## config.mk

```make
export PLATFORM = sky130hd
export DESIGN_NAME = i2c_slave_status
export DESIGN_NICKNAME = d
export VERILOG_FILES = /design/src/rtl/i2c_slave_status.sv
export SDC_FILE = /design/constraint.sdc
export NUM_CORES = 1
export LEC_CHECK = 0
export BUFFER_PORTS_ARGS = -buffer_cell sky130_fd_sc_hd__clkbuf_2
export CAP_MARGIN = 10
export CORE_MARGIN = 2
export CORE_UTILIZATION = 55
export DETAILED_ROUTE_END_ITERATION = 8
export PLACE_DENSITY = 0.79
export SYNTH_ARGS = -nofsm -noshare
export SYNTH_HDL_FRONTEND = slang
export SYNTH_SLANG_ARGS = --single-unit
export TNS_END_PERCENT = 10
```

## constraint.sdc

```tcl
create_clock -name clk -period 3.7 [get_ports clk]
set_clock_uncertainty 0.05 [all_clocks]
set_input_delay 0.37 -clock clk [delete_from_list [all_inputs] [get_ports clk]]
set_output_delay 0.37 -clock clk [all_outputs]
set_load 0.1 [all_outputs]
```

## src/rtl/i2c_slave_status.sv

```systemverilog
module i2c_slave_status #(
  parameter int SYNC_STAGES = 2
) (
  input  logic       clk,
  input  logic       rst_n,
  input  logic       enable,
  input  logic       scl_in,
  input  logic       sda_in,
  input  logic       addr_10bit,
  input  logic [9:0] own_addr,
  input  logic       buf_read,
  input  logic       tx_load,
  input  logic       addr_wr,
  output logic       st_start,
  output logic       st_stop,
  output logic       st_data,
  output logic       st_read,
  output logic       st_addr_upd,
  output logic       st_buf_full,
  output logic [7:0] rx_byte
);

  localparam int LAST = SYNC_STAGES - 1;

  typedef enum logic [2:0] {ST_IDLE, ST_ADDR1, ST_ADDR2, ST_RX, ST_TX, ST_SKIP} state_t;

  logic [LAST:0] scl_sync, sda_sync;
  logic          scl_q, sda_q;
  state_t        state, nxt;
  logic [3:0]    bit_cnt;
  logic [6:0]    shreg;
  logic          hi_ok, hi_nxt;
  logic          hit, is_data, upd, rw_val;

  always_ff @(posedge clk or negedge rst_n)
    if (!rst_n) begin
      scl_sync <= '1;
      sda_sync <= '1;
      scl_q    <= 1'b1;
      sda_q    <= 1'b1;
    end else begin
      scl_sync <= {scl_sync[LAST-1:0], scl_in};
      sda_sync <= {sda_sync[LAST-1:0], sda_in};
      scl_q    <= scl_sync[LAST];
      sda_q    <= sda_sync[LAST];
    end

  wire scl_s     = scl_sync[LAST];
  wire sda_s     = sda_sync[LAST];
  wire scl_high  = scl_s & scl_q;
  wire start_det = enable & scl_high & sda_q & ~sda_s;
  wire stop_det  = enable & scl_high & ~sda_q & sda_s;
  wire bit_edge  = enable & scl_s & ~scl_q & (state != ST_IDLE);
  wire byte_end  = bit_edge & (bit_cnt == 4'd7);
  wire ack_edge  = bit_edge & (bit_cnt == 4'd8);

  wire [7:0] cur_byte = {shreg, sda_s};
  wire m7  = cur_byte[7:1] == own_addr[6:0];
  wire mhi = (cur_byte[7:3] == 5'b11110) && (cur_byte[2:1] == own_addr[9:8]);
  wire mlo = cur_byte == own_addr[7:0];

  always_comb begin
    hit     = 1'b0;
    is_data = 1'b0;
    upd     = 1'b0;
    rw_val  = 1'b0;
    hi_nxt  = hi_ok;
    nxt     = ST_SKIP;
    unique case (state)
      ST_ADDR1:
        if (!addr_10bit) begin
          if (m7) begin
            hit    = 1'b1;
            rw_val = cur_byte[0];
            nxt    = cur_byte[0] ? ST_TX : ST_RX;
          end
        end else if (mhi && !cur_byte[0]) begin
          hit = 1'b1;
          upd = 1'b1;
          nxt = ST_ADDR2;
        end else if (mhi && hi_ok) begin
          hit    = 1'b1;
          upd    = 1'b1;
          rw_val = 1'b1;
          nxt    = ST_TX;
        end else begin
          hi_nxt = 1'b0;
        end
      ST_ADDR2:
        if (mlo) begin
          hit    = 1'b1;
          upd    = 1'b1;
          hi_nxt = 1'b1;
          nxt    = ST_RX;
        end else begin
          hi_nxt = 1'b0;
        end
      ST_RX: begin
        hit     = 1'b1;
        is_data = 1'b1;
        nxt     = ST_RX;
      end
      ST_TX: begin
        is_data = 1'b1;
        nxt     = ST_TX;
      end
      default: nxt = state;
    endcase
  end

  always_ff @(posedge clk or negedge rst_n)
    if (!rst_n) begin
      state    <= ST_IDLE;
      bit_cnt  <= '0;
      shreg    <= '0;
      hi_ok    <= 1'b0;
      st_start <= 1'b0;
      st_stop  <= 1'b0;
      st_data  <= 1'b0;
      st_read  <= 1'b0;
      rx_byte  <= '0;
    end else if (!enable) begin
      state    <= ST_IDLE;
      bit_cnt  <= '0;
      st_start <= 1'b0;
      st_stop  <= 1'b0;
    end else if (start_det) begin
      state    <= ST_ADDR1;
      bit_cnt  <= '0;
      st_start <= 1'b1;
      st_stop  <= 1'b0;
      st_read  <= 1'b0;
    end else if (stop_det) begin
      state    <= ST_IDLE;
      bit_cnt  <= '0;
      hi_ok    <= 1'b0;
      st_start <= 1'b0;
      st_stop  <= 1'b1;
      st_read  <= 1'b0;
    end else if (bit_edge) begin
      if (ack_edge) begin
        bit_cnt <= '0;
        if (sda_s) begin
          st_read <= 1'b0;
          if (state == ST_TX) state <= ST_SKIP;
        end
      end else begin
        bit_cnt <= bit_cnt + 4'd1;
        shreg   <= {shreg[5:0], sda_s};
      end
      if (byte_end) begin
        state <= nxt;
        hi_ok <= hi_nxt;
        if (hit || state == ST_TX) st_data <= is_data;
        if (hit) rx_byte <= cur_byte;
        if (hit && !is_data) st_read <= rw_val;
      end
    end

  always_ff @(posedge clk or negedge rst_n)
    if (!rst_n)                          st_buf_full <= 1'b0;
    else if (tx_load)                    st_buf_full <= 1'b1;
    else if (byte_end && hit)            st_buf_full <= 1'b1;
    else if (byte_end && state == ST_TX) st_buf_full <= 1'b0;
    else if (buf_read)                   st_buf_full <= 1'b0;

  always_ff @(posedge clk or negedge rst_n)
    if (!rst_n)               st_addr_upd <= 1'b0;
    else if (byte_end && upd) st_addr_upd <= 1'b1;
    else if (addr_wr)         st_addr_upd <= 1'b0;

endmodule

```

==> reports/results.ini <==
[global_routing]
grt_max_degree = 36
grt_usage_pct = 21.5
grt_pass1_wl_um = 6490
antenna_found_initial = 0
overflow = 0
grt_pass1_vias = 1406

[layout]
final_util_pct = 65.1
final_nets = 234
syn_to_final_growth_pct = 14.4
antenna-diode-count = 0
fillers = 291
drive_above_1_share_pct = 31.8
final-instance-count-excl-fill = 260

[floorplanning]
die_h_um = 62.5
dieWidth_um = 62.5
row_count = 21
core-area_um2 = 3310
io_pins = 33
initial_utilization_pct = 56.9
dieArea_um2 = 3910

[logic_synthesis]
ys_seq_area_share_pct = 46.9
synthTopCellsByArea = dfrtp_1, dfstp_2, xor2_1
synth_cells = 180
yosys.area.top_type_share_pct = 38.5
async_flop_share_pct = 100
avgSynthCellArea_um2 = 10.5
synth_area_leader_cell = dfrtp_1
synth.cell_area_um2 = 1880
yosysWarnings = 0
syn_nets = 201
synthDistinctLibCells = 40
synthFlopType = dfrtp_1
synth_enable_flop_cells = 0
synth-seq-cells = 35

[cts]
cts.clk_slew.worst_paths_ps = 110
cts_sinks = 35
root_buffer = clkbuf_4
cts_made_buffers = 5
clk_latency_ps = 340
cts_tree = built
clockBufferDepth = 2
hold_buffers = 0
post-cts-setup-buffers = 0
h-tree-depth = 2
post_cts_resized = 0

[job]
cap_violations = 0

[route]
vias = 1436
drt-initial-drc-count = 76
drt_pre_antenna_iters = 4
post_drt_wl_per_cell_um = 14.7
drc = 0
routed_wl_um = 3830
antenna_left = 0
viasPerCell = 5.52

[power_and_ir_drop]
power_leakage_nw = 1.04
powerDensity_nw_per_um2 = 410
ir_drop_v = 0.000383
p_total_w = 0.000884

[sta]
hold_violations = 0
relSlewSlack_pct = 44.8
fin_crit_sh_pct = 67.2
worst_pin_slew_ps = 828
max_freq_ghz = 0.402
tns_ps = 0
rsz0062_at_grt = false
drv_slew = 0
fin_crit_ps = 2490
setup_viol = 0

[setup_path]
arrival_ps = 2680
cp-start-kind = flip-flop
r2r_cells = 7
endpoint_kind = flip-flop
cp_max_fo = 14
cp_data_required_time_ps = 3890
worst-setup-path-type = flip-flop to flip-flop

[place]
gp_congestion = 0.880
port_buffers = 32
dp_cells = 252
dpl.hpwl_um = 2900

[worst_hold_path]
hp-class = input pin to flip-flop
hold_depth = 1

[run_status]
outcome = completed

==> Yosys cell counts, drive strengths merged, types with 2 or more instances <==
| cell | instances |
|---|---|
| mux2i | 2 |
| o22ai | 2 |
| o31ai | 2 |
| o21ai | 15 |
| a31oi | 4 |
| a21boi | 2 |
| nand2b | 3 |
| dfrtp | 29 |
| clkbuf | 3 |
| nor4 | 7 |
| dfstp | 6 |
| nand3b | 4 |
| nor3 | 5 |
| a21oi | 4 |
| nand3 | 6 |
| xor2 | 17 |
| nor2 | 9 |
| inv | 7 |
| buf | 4 |
| mux2 | 16 |
| nand2 | 19 |
| nor3b | 2 |
| ha | 2 |
==> metrics by stage <==
stage | hold WS, ps | area (um^2) | worst slack [ps]
finish | 40.6 | 2160 | 1210
global placement | 297 | 2070 | 1240
floorplan | 24.4 | 1880 | 1630
detailed placement | 299 | 2070 | 1210
CTS | 32.6 | 2160 | 1190
global route | 10.1 | 2160 | 1030
==> cell usage in the layout, fill, tap and decap left out, types with 3 or more instances in the layout <==
cell type,Yosys,final
nand3_1,6,6
a31oi_1,4,4
a21oi_1,4,4
clkbuf_4,0,5
dfstp_2,6,6
clkbuf_2,0,32
nand2b_1,3,3
nor4_1,6,6
nor2_1,9,9
nor3_1,3,3
mux2_4,7,7
dfrtp_1,29,29
o21ai_0,14,14
mux2_2,9,9
xor2_1,17,17
inv_1,7,7
nand2_1,19,19
nand3b_1,4,4
==> critical path: stages (launching register included) <==
cell	delay, ps
dfstp_2	710
xor2_1	170
nor4_1	60
nand2_1	100
nand2b_1	80
a31oi_1	570
buf_4	300
mux2_2	340
==> logic make-up after synthesis <==
family / Yosys count / share of synthesized area, %
buffers and inverters: 14 / 3.52
adder cells (fa/ha/maj): 2 / 1.33
AND/OR/NAND/NOR: 59 / 16.8
XOR/XNOR: 18 / 8.37
AO/OA/AOI/OAI: 34 / 11.1
flip-flops: 35 / 46.9
multiplexers: 18 / 12.0
==> state kept, by name, summed over array words and instances (netlist names) <==
| signal | count |
|---|---|
| bit_cnt | 4 |
| hi_ok | 1 |
| rx_byte | 8 |
| scl_q | 1 |
| scl_sync | 2 |
| sda_q | 1 |
| sda_sync | 2 |
| shreg | 7 |
| st_addr_upd | 1 |
| st_buf_full | 1 |
| st_data | 1 |
| st_read | 1 |
| st_start | 1 |
| st_stop | 1 |
| state | 3 |
==> per-layer routing <==
layer  track usage, %  wire [um]
met3             5.41        184
met4             6.67         60
met2             32.7       1720
met5                0          0
met1             30.5       1870
==> where the power goes <==
group	switching, W	internal, W
Combinational	0.0000688	0.0000605
Clock	0.000131	0.000160
Sequential	0.0000527	0.000411
Total	0.000252	0.000631
==> path summary, 6_finish.rpt <==
path | start | to | slack, ps
min in group asynchronous | rst_n | bit_cnt[1] | 50
setup reg to reg | sda_sync[1] | rx_byte[4] | 1210
max in group asynchronous | rst_n | shreg[0] | 3020
hold reg to reg | sda_sync[0] | sda_sync[1] | 310
setup / recovery | sda_sync[1] | rx_byte[4] | 1210
hold / removal | scl_in | scl_sync[0] | 40
==> cell type report <==
type | instances | area, um^2 | area share [%]
well taps | 46 | 57.6 | 2.67
repair buffers | 33 | 168 | 7.78
inverters | 7 | 26.3 | 1.22
clock inverters | 2 | 35.0 | 1.63
flip-flops and latches | 35 | 883 | 41.0
clock buffers | 6 | 51.3 | 2.38
multi-input cells | 131 | 935 | 43.4
(Power assumes the default switching activity.)
